$ cat src/rtl/flash_cmd_pkg.sv
package flash_cmd_pkg;
  typedef enum logic [1:0] {MODE_ARRAY, MODE_ID, MODE_STATUS} readMode_t;

  typedef struct packed {
    logic eraseDone;
    logic setSeqErr;
    logic setLockErr;
    logic clearErr;
  } dpStrobe_t;

  localparam logic [7:0] CMD_READ_ARRAY = 8'hFF;
  localparam logic [7:0] CMD_READ_ID    = 8'h90;
  localparam logic [7:0] CMD_READ_STAT  = 8'h70;
  localparam logic [7:0] CMD_CLEAR_STAT = 8'h50;
  localparam logic [7:0] CMD_ERASE_SET  = 8'h20;
  localparam logic [7:0] CMD_ERASE_GO   = 8'hD0;
endpackage

$ cat src/rtl/flash_cmd_fsm.sv
module flash_cmd_fsm
  import flash_cmd_pkg::*;
#(
  parameter int BLK_IDX_W    = 4,
  parameter int ERASE_CYCLES = 12
) (
  input  logic                 clk,
  input  logic                 rstN,
  input  logic                 wrStrobe,
  input  logic [7:0]           cmdData,
  input  logic [BLK_IDX_W-1:0] cmdBlock,
  input  logic                 addrLocked,
  output readMode_t            mode,
  output logic                 busy,
  output logic [BLK_IDX_W-1:0] eraseBlock,
  output dpStrobe_t            strobe
);
  localparam int CNT_W = $clog2(ERASE_CYCLES + 1);

  logic             setupSeen;
  logic [CNT_W-1:0] cnt;

  always_ff @(posedge clk) begin
    if (!rstN) begin
      mode       <= MODE_ARRAY;
      setupSeen  <= 1'b0;
      busy       <= 1'b0;
      cnt        <= '0;
      eraseBlock <= '0;
    end else if (busy) begin
      if (cnt == '0) busy <= 1'b0;
      else           cnt  <= cnt - 1'b1;
    end else if (wrStrobe) begin
      if (setupSeen) begin
        setupSeen <= 1'b0;
        mode      <= MODE_STATUS;
        if (cmdData == CMD_ERASE_GO && !addrLocked) begin
          busy       <= 1'b1;
          cnt        <= CNT_W'(ERASE_CYCLES - 1);
          eraseBlock <= cmdBlock;
        end
      end else begin
        case (cmdData)
          CMD_READ_ARRAY: mode <= MODE_ARRAY;
          CMD_READ_ID:    mode <= MODE_ID;
          CMD_READ_STAT:  mode <= MODE_STATUS;
          CMD_ERASE_SET: begin
            setupSeen <= 1'b1;
            mode      <= MODE_STATUS;
          end
          default: ;
        endcase
      end
    end
  end

  always_comb begin
    strobe.eraseDone  = busy && (cnt == '0);
    strobe.setSeqErr  = !busy && wrStrobe && setupSeen && (cmdData != CMD_ERASE_GO);
    strobe.setLockErr = !busy && wrStrobe && setupSeen && (cmdData == CMD_ERASE_GO) && addrLocked;
    strobe.clearErr   = !busy && wrStrobe && !setupSeen && (cmdData == CMD_CLEAR_STAT);
  end

  // a write during an erase leaves the controller in status mode
  a_r9_busy_ignores_write: assert property (@(posedge clk) disable iff (!rstN)
    (busy && wrStrobe) |=> (mode == MODE_STATUS));
  // the erase timer never exceeds its configured length
  a_r7_count_bound: assert property (@(posedge clk) disable iff (!rstN)
    busy |-> (cnt < CNT_W'(ERASE_CYCLES)));
  // a locked-block error never starts an erase
  a_r11_locked_no_busy: assert property (@(posedge clk) disable iff (!rstN)
    strobe.setLockErr |=> !busy);
  // an accepted setup byte moves reads to status
  a_r8_setup_status: assert property (@(posedge clk) disable iff (!rstN)
    (!busy && wrStrobe && !setupSeen && cmdData == CMD_ERASE_SET) |=> (mode == MODE_STATUS));
endmodule

$ cat src/rtl/flash_cmd_dp.sv
module flash_cmd_dp
  import flash_cmd_pkg::*;
#(
  parameter int          ADDR_W      = 8,
  parameter int          BLOCK_W     = 4,
  parameter logic [7:0]  DEVICE_CODE = 8'hAA,
  parameter logic [63:0] LOCK_MASK   = 64'h4,
  parameter logic        MASTER_LOCK = 1'b1
) (
  input  logic                        clk,
  input  logic                        rstN,
  input  dpStrobe_t                   strobe,
  input  readMode_t                   mode,
  input  logic                        busy,
  input  logic [ADDR_W-BLOCK_W-1:0]   eraseBlock,
  input  logic [ADDR_W-1:0]           addr,
  input  logic                        readActive,
  output logic                        addrLocked,
  output logic [7:0]                  dataOut
);
  localparam int DEPTH       = 1 << ADDR_W;
  localparam int BLOCK_BYTES = 1 << BLOCK_W;

  logic [7:0] mem [DEPTH];
  logic       errErase, errSeq, errLock;
  logic       readActQ;
  logic [7:0] statusLatch, liveStatus, idData;
  logic [ADDR_W-1:0] eraseBase;

  assign eraseBase  = {eraseBlock, {BLOCK_W{1'b0}}};
  assign addrLocked = LOCK_MASK[addr[ADDR_W-1:BLOCK_W]];
  assign liveStatus = {~busy, 1'b0, errErase, errSeq, 2'b00, errLock, 1'b0};

  always_ff @(posedge clk) begin
    if (!rstN) begin
      for (int i = 0; i < DEPTH; i++) mem[i] <= 8'(i) ^ 8'h5A;
    end else if (strobe.eraseDone) begin
      for (int j = 0; j < BLOCK_BYTES; j++)
        mem[{eraseBlock, BLOCK_W'(j)}] <= 8'hFF;
    end
  end

  always_ff @(posedge clk) begin
    if (!rstN) begin
      errErase    <= 1'b0;
      errSeq      <= 1'b0;
      errLock     <= 1'b0;
      readActQ    <= 1'b0;
      statusLatch <= '0;
    end else begin
      readActQ <= readActive;
      if (readActive && !readActQ) statusLatch <= liveStatus;
      if (strobe.clearErr) begin
        errErase <= 1'b0;
        errSeq   <= 1'b0;
        errLock  <= 1'b0;
      end else begin
        if (strobe.setSeqErr)  begin errErase <= 1'b1; errSeq  <= 1'b1; end
        if (strobe.setLockErr) begin errErase <= 1'b1; errLock <= 1'b1; end
      end
    end
  end

  always_comb begin
    if (addr == ADDR_W'(0))      idData = 8'h89;
    else if (addr == ADDR_W'(1)) idData = DEVICE_CODE;
    else if (addr == ADDR_W'(3)) idData = {7'b0, MASTER_LOCK};
    else if (addr[BLOCK_W-1:0] == BLOCK_W'(2)) idData = {7'b0, addrLocked};
    else                         idData = 8'h00;
  end

  always_comb begin
    dataOut = 8'h00;
    if (readActive) begin
      case (mode)
        MODE_ARRAY:  dataOut = mem[addr];
        MODE_ID:     dataOut = idData;
        MODE_STATUS: dataOut = statusLatch;
        default:     dataOut = 8'h00;
      endcase
    end
  end

  // error flags hold until the clear strobe
  a_r12_sticky: assert property (@(posedge clk) disable iff (!rstN)
    (errErase && !strobe.clearErr) |=> errErase);
  // a finished erase leaves FFh at the block base
  a_r7_erased: assert property (@(posedge clk) disable iff (!rstN)
    strobe.eraseDone |=> (mem[$past(eraseBase)] == 8'hFF));
  // the shown status is frozen while a read stays active
  a_r6_latch_hold: assert property (@(posedge clk) disable iff (!rstN)
    (readActive && readActQ) |=> $stable(statusLatch) || !$past(readActQ));
  // a sequence error always carries the erase error flag
  a_r10_seq_pair: assert property (@(posedge clk) disable iff (!rstN)
    errSeq |-> errErase);
endmodule

$ cat src/rtl/flash_cmd_ctrl.sv
module flash_cmd_ctrl
  import flash_cmd_pkg::*;
#(
  parameter int          ADDR_W       = 8,
  parameter int          BLOCK_W      = 4,
  parameter int          ERASE_CYCLES = 12,
  parameter logic [7:0]  DEVICE_CODE  = 8'hAA,
  parameter logic [63:0] LOCK_MASK    = 64'h4,
  parameter logic        MASTER_LOCK  = 1'b1
) (
  input  logic              clk,
  input  logic              rstN,
  input  logic              ceN,
  input  logic              oeN,
  input  logic              weN,
  input  logic [ADDR_W-1:0] addr,
  input  logic [7:0]        dataIn,
  output logic [7:0]        dataOut,
  output logic              readyBusy
);
  localparam int BLK_IDX_W = ADDR_W - BLOCK_W;

  logic                 weNq, wrStrobe, readActive, addrLocked, busy;
  readMode_t            mode;
  dpStrobe_t            strobe;
  logic [BLK_IDX_W-1:0] eraseBlock;

  always_ff @(posedge clk) begin
    if (!rstN) weNq <= 1'b1;
    else       weNq <= weN;
  end

  assign wrStrobe   = !ceN && !weN && weNq;
  assign readActive = !ceN && !oeN;
  assign readyBusy  = ~busy;

  flash_cmd_fsm #(.BLK_IDX_W(BLK_IDX_W), .ERASE_CYCLES(ERASE_CYCLES)) u_fsm (
    .clk(clk), .rstN(rstN), .wrStrobe(wrStrobe), .cmdData(dataIn),
    .cmdBlock(addr[ADDR_W-1:BLOCK_W]), .addrLocked(addrLocked),
    .mode(mode), .busy(busy), .eraseBlock(eraseBlock), .strobe(strobe));

  flash_cmd_dp #(.ADDR_W(ADDR_W), .BLOCK_W(BLOCK_W), .DEVICE_CODE(DEVICE_CODE),
                 .LOCK_MASK(LOCK_MASK), .MASTER_LOCK(MASTER_LOCK)) u_dp (
    .clk(clk), .rstN(rstN), .strobe(strobe), .mode(mode), .busy(busy),
    .eraseBlock(eraseBlock), .addr(addr), .readActive(readActive),
    .addrLocked(addrLocked), .dataOut(dataOut));

  // one command per write-enable fall
  a_r2_single_strobe: assert property (@(posedge clk) disable iff (!rstN)
    wrStrobe |=> !wrStrobe);
endmodule

$ cat config.mk
export PLATFORM = sky130hd
export DESIGN_NAME = flash_cmd_ctrl
export DESIGN_NICKNAME = d
export VERILOG_FILES = /design/src/rtl/flash_cmd_pkg.sv /design/src/rtl/flash_cmd_fsm.sv /design/src/rtl/flash_cmd_dp.sv /design/src/rtl/flash_cmd_ctrl.sv
export SDC_FILE = /design/constraint.sdc
export NUM_CORES = 1
export LEC_CHECK = 0
export BUFFER_PORTS_ARGS = -buffer_cell sky130_fd_sc_hd__buf_4
export CELL_PAD_IN_SITES_DETAIL_PLACEMENT = 0
export CELL_PAD_IN_SITES_GLOBAL_PLACEMENT = 1
export CORE_MARGIN = 1.5
export CORE_UTILIZATION = 39
export DETAILED_ROUTE_END_ITERATION = 16
export GPL_TIMING_DRIVEN = 1
export PLACE_DENSITY = 0.75
export SYNTH_ARGS = -nofsm -noshare
export SYNTH_HDL_FRONTEND = slang
export SYNTH_SLANG_ARGS = --single-unit
$ cat constraint.sdc
create_clock -name clk -period 1.66 [get_ports clk]
set_input_delay 0 -clock clk [delete_from_list [all_inputs] [get_ports clk]]
set_output_delay 0 -clock clk [all_outputs]
set_load 0.1 [all_outputs]
Word-level counts from Yosys, hierarchy flattened
Memory sizes are Yosys's and may differ from the RTL's.
Index checks and enable logic that the tools add are counted.
- reductions and logical operators: 50
- $lt $le $gt $ge: 1
- bitwise operators: 2
- $add $sub $neg: 1
- equality and inequality tests: 13
- mux-type cells: 75
- operators by type and width (cell ; count):
    two-way mux 8 bit ; 36
    OR reduction 8 bit ; 16
    two-way mux 1 bit ; 31
    == test 8 bit (second input constant) ; 3
    one-hot mux 8 bit (3 select lines) ; 1
    two-way mux 4 bit ; 5
    == test 8 x 7 -> 1 bit (second input constant) ; 2
    logical AND 1 bit ; 13
    == test 8 x 1 -> 1 bit (second input constant) ; 1
    == test 8 x 2 -> 1 bit (second input constant) ; 1
    == test 8 x 6 -> 1 bit (second input constant) ; 1
    zero test 8 bit ; 1
    != test 8 bit (second input constant) ; 1
    AND reduction 4 bit ; 2
    nonzero test 2 bit ; 4
    zero test 1 bit ; 7
    < comparator 4 x 7 -> 1 bit (second input constant) ; 1
    one-hot mux 2 bit (3 select lines) ; 1
    == test 4 x 2 -> 1 bit (second input constant) ; 1
    zero test 4 bit ; 1
    nonzero test 4 bit ; 1
    OR reduction 2 bit ; 2
    subtractor 4 x 1 -> 4 bit (second input constant) ; 1
    AND reduction 3 bit ; 1
    other kinds (7) ; 8
- memories: 2
- ROM bits: 16
- memory bits (writable): 2048
- input bits: 21
- bits in registers: 21
- word-level logic and storage cells: 155
- output and inout bits: 9
- memory list (memory ; words ; bits a word ; rd ports ; clocked after memory_dff ; wr ports ; RTL line ; RTL):
    u_dp.mem ; 256 ; 8 ; 1 ; 0 ; 256 ; flash_cmd_dp.sv:24 ; logic [7:0] mem [DEPTH];
    (name not given) ; 16 ; 1 ; 1 ; 0 ; 0 ; flash_cmd_dp.sv:31 ; assign addrLocked = LOCK_MASK[addr[ADDR_W-1:BLOCK_W]];

Logic depth before layout (Yosys ltp)
- word-level depth: 8
- mapped depth: 7
- mapped depth without buffers: 7

Modules after synthesis
Synthesis repeated with hierarchy kept, for this count alone.
- cells, all modules: 240
- area, all modules: 2008.2 um^2
- by module, submodules not included (module ; seq. area each (um^2) ; area each (um^2) ; cells an instance ; times used):
    flash_cmd_dp ; 480.5 ; 1325.0 ; 160 ; 1
    flash_cmd_fsm ; 240.2 ; 636.9 ; 75 ; 1
    flash_cmd_ctrl ; 20.0 ; 46.3 ; 5 ; 1

Worst setup path before layout
OpenSTA, ideal clock, no wires.
- kind: input to output
- start point: input port addr[5]
- end point: output port dataOut[4]
- cell stages on the path: 7
- path buffers: 2
- path slack: -1.107 ns
- required time: 1.660 ns
- data arrival time: 2.767 ns
- path through: buf_6 -> buf_6 -> mux4_1 -> mux2i_1 -> nand2_1 -> a22oi_1 -> nor3_1
- word-level cells in the longest chain between the ends: 5
- elaborated cells between the ends (all ways): 7
- ends and longest elaborated chain (item ; RTL line ; RTL):
    start: declaration ; flash_cmd_ctrl.sv:16 ; input logic [ADDR_W-1:0] addr,
    parallel branches: the longest is 3 deep, another holds memory (256 x 8 bit) ; n/a ;
    one-hot mux 8 bit (3 select lines) (*) ; flash_cmd_dp.sv:75 ; case (mode)
    two-way mux 8 bit (*) ; flash_cmd_dp.sv:74 ; if (readActive) begin
    end: declaration ; flash_cmd_ctrl.sv:18 ; output logic [7:0] dataOut,
Every way passes the cells marked *.

==> metrics.txt <==
CP Data Required Time=1.66 ns; ANT nets after route=0; Yosys warnings=0; Slew Viols, Final=0; leakage power=1.176 nW; Worst path max stage delay=0.37 ns; maxcap violations=0; Cells after Synth=221; final worst-path cycle share=118.4%; Setup WS pre-CTS=-0.09830 ns; die width=75.47 µm; core area=5075 µm²; final non-filler cell total=358; top cells by count, synth=dfxtp_1 (37), nor2_1 (15), mux2i_1 (14), nand2_1 (14), nor2b_1 (12); CP max stage cell=or3_4; crit path kind=flop to primary output; post-synthesis sequential area ratio=36.16%; synthesized area=2048 µm²; f_max=508.8 MHz; CP arrival=1.97 ns; CP Launch Type=flop; CTS Root Cell=clkbuf_8; Avg Inst Size Synth=9.268 µm²; status=finished with violations; crit-path leading delay family=simple AND/OR/NAND/NOR gates; first-pass detailed-route iteration total=4; Syn Nets=244; RSZ-0062 raised after global routing=true; die height=75.47 µm; Worst-Margin Slew=0.3564 ns; r2r setup slk=0.07 ns; Async S/R FF share, synth=0%; detailed-route DRC error count=0; reg2reg start=weNq; Sum Neg Setup Slack=-1.520 ns; IO Pins=30; antenna cells=0; global-route wire length before repair=8300 µm; Num CTS Buffers=5; total grt overflow=0; post-synth top area share=36.16%; initial antenna violation count=0; share of post-route cells with drive strength above 1=40.97%; dominant cell type by area after synthesis=dfxtp_1; maximum VDD drop=267.1 µV; Worst-path clk slew=0.07 ns; final hold viol count=0; Final nets=310; Clock Sinks=37; Max Root-Sink Buffers=2; Cell Pwr Density=661.3 nW/µm²; # fillers=460; starting density of the core=40.36%; CTS tree=yes; WP buf/inv=2; WL final=5154 µm; hold path cells=3; total vias in the final route=1880; library cells used by synthesis=51; # H-tree levels=2; Most used DFF post-synth=dfxtp_1; WL/cell=14.40 µm; endpoint class of the critical path=primary output; violated checks=setup timing; initial DRC count=85; count leader, synth=dfxtp_1; Reg2Reg Capture Point=u_fsm.cnt[0]; total power=0.001965 W; Vias/cell=5.251; FF-to-FF path depth=6; detailed placer's ending HPWL=3816 µm; number of flops mapped to enable cells by yosys=0; Synth-to-Final Area Change=45.08%; critical-path cell list=mux2_4, or3_4, nand4_1, buf_4, o211ai_1, and3b_4, buf_12; Worst slew margin=76.24%; Hold Path Origin=dataIn[6]; CP Max Fanout=2; IO buf count=29; Final min period=1.965 ns; number of synthesized register bits=37; Cell Rows=26; Worst Hold Class=input port to flop; worst hold slack=0.08246 ns; Clock Latency Late Sink=0.29 ns; top cells by area, synth=dfxtp_1 (36%), mux2i_1 (6.8%), a22o_1 (3.8%), nor2b_1 (3.7%), a32o_1 (3.4%); largest net degree at the start of global routing=38; gp weighted congestion=0.8129; Cells after DPL=346; setup slack after layout=-0.3054 ns; setup violators final=8; vias in the first global route=1798; Worst Clk Skew=0.008229 ns; die area=5696 µm²; All-Layer GR Usage=19.38%; Hold Path Sink=u_fsm.mode[0]
how the worst max path moves through the flow:
stage,startpoint,end,depth (start not counted)
after global placement,u_dp.mem[239][3],dataOut[3],6
after floorplan,u_dp.mem[207][5],dataOut[3],5
after global routing,u_dp.mem[47][3],dataOut[1],7
final,u_dp.mem[47][3],dataOut[1],7
after CTS,u_dp.mem[207][5],dataOut[1],6
after detailed placement,u_dp.mem[239][3],dataOut[3],6
layout make-up:
| type | count | area, µm² | area share, % |
|---|---|---|---|
| flip-flops and latches | 37 | 752.0 | 25.31 |
| inverters | 8 | 33.78 | 1.137 |
| clock inverters | 1 | 5.005 | 0.1684 |
| repair buffers | 72 | 654.4 | 22.02 |
| well taps | 70 | 87.58 | 2.947 |
| multi-input cells | 163 | 1343 | 45.18 |
| clock buffers | 7 | 96.34 | 3.242 |
metrics by stage:
stage / utilization, % / instance area [µm²]
2_1_floorplan: - / 2151
3_5_place_dp: 52.59 / 2669
4_1_cts: 57.47 / 2917
6_report: 58.56 / 2972
3_3_place_gp: 52.59 / 2669
5_1_grt: 58.56 / 2972
state kept, by name, summed over array words and instances, names as in the netlist:
name / count
u_dp.mem: 16
u_fsm.busy: 1
u_fsm.cnt: 4
u_dp.readActQ: 1
u_dp.statusLatch: 4
u_fsm.setupSeen: 1
u_dp.errLock: 1
u_dp.errSeq: 1
u_fsm.eraseBlock: 4
u_dp.errErase: 1
u_fsm.mode: 2
weNq: 1
layer usage:
metal	wire (µm)	track usage, %	vias up	share of wire, %
li1	-	-	963	-
met1	2494	26.14	885	48
met2	2477	31.29	28	48
met3	139	4.233	4	2.7
met4	44	5.556	0	0.85
met5	0	0	-	0
cells by family after synthesis:
group           Yosys count  synth area share (%)
simple gates             91                 25.41
compound gates           49                 18.75
flops                    37                 36.16
buf+inv                  21                 5.987
mux                      19                 11.61
xor+xnor                  2                0.8554
fa+ha+maj                 2                 1.222
cell usage in the layout (no fill, tap or decap), types with 8 or more instances in the layout:
master / instances
nor2_1: 13
nor2b_1: 12
buf_12: 8
nor3_1: 8
nand2_1: 14
a22o_1: 9
mux2i_1: 14
buf_4: 60
dfxtp_2: 9
a21oi_1: 8
dfxtp_1: 28
repair_timing:
| action | 4_1_cts | 5_1_grt |
|---|---|---|
| hold buffers | 1 | 0 |
| buffers inserted | 1 | 3 |
| hold endpoints to repair | 1 | 0 |
| setup endpoints to repair | 8 | 34 |
| pin swaps | 3 | 6 |
| gates resized for setup | 38 | 14 |
| gates cloned | 0 | 0 |
worst min-delay path, cell delays in order:
cell	delay, ns
buf_4	0.12
or4_1	0.12
o21ai_0	0.07
power breakdown:
| part | switching, W | internal (W) | leakage [nW] |
|---|---|---|---|
| combinational | 0.000215 | 0.000173 | 0.819 |
| clock | 0.000309 | 0.000375 | 0.0542 |
| sequential | 0.00000175 | 0.000891 | 0.302 |
| total | 0.000526 | 0.00144 | 1.18 |
Power figures use the tool's default switching activity.
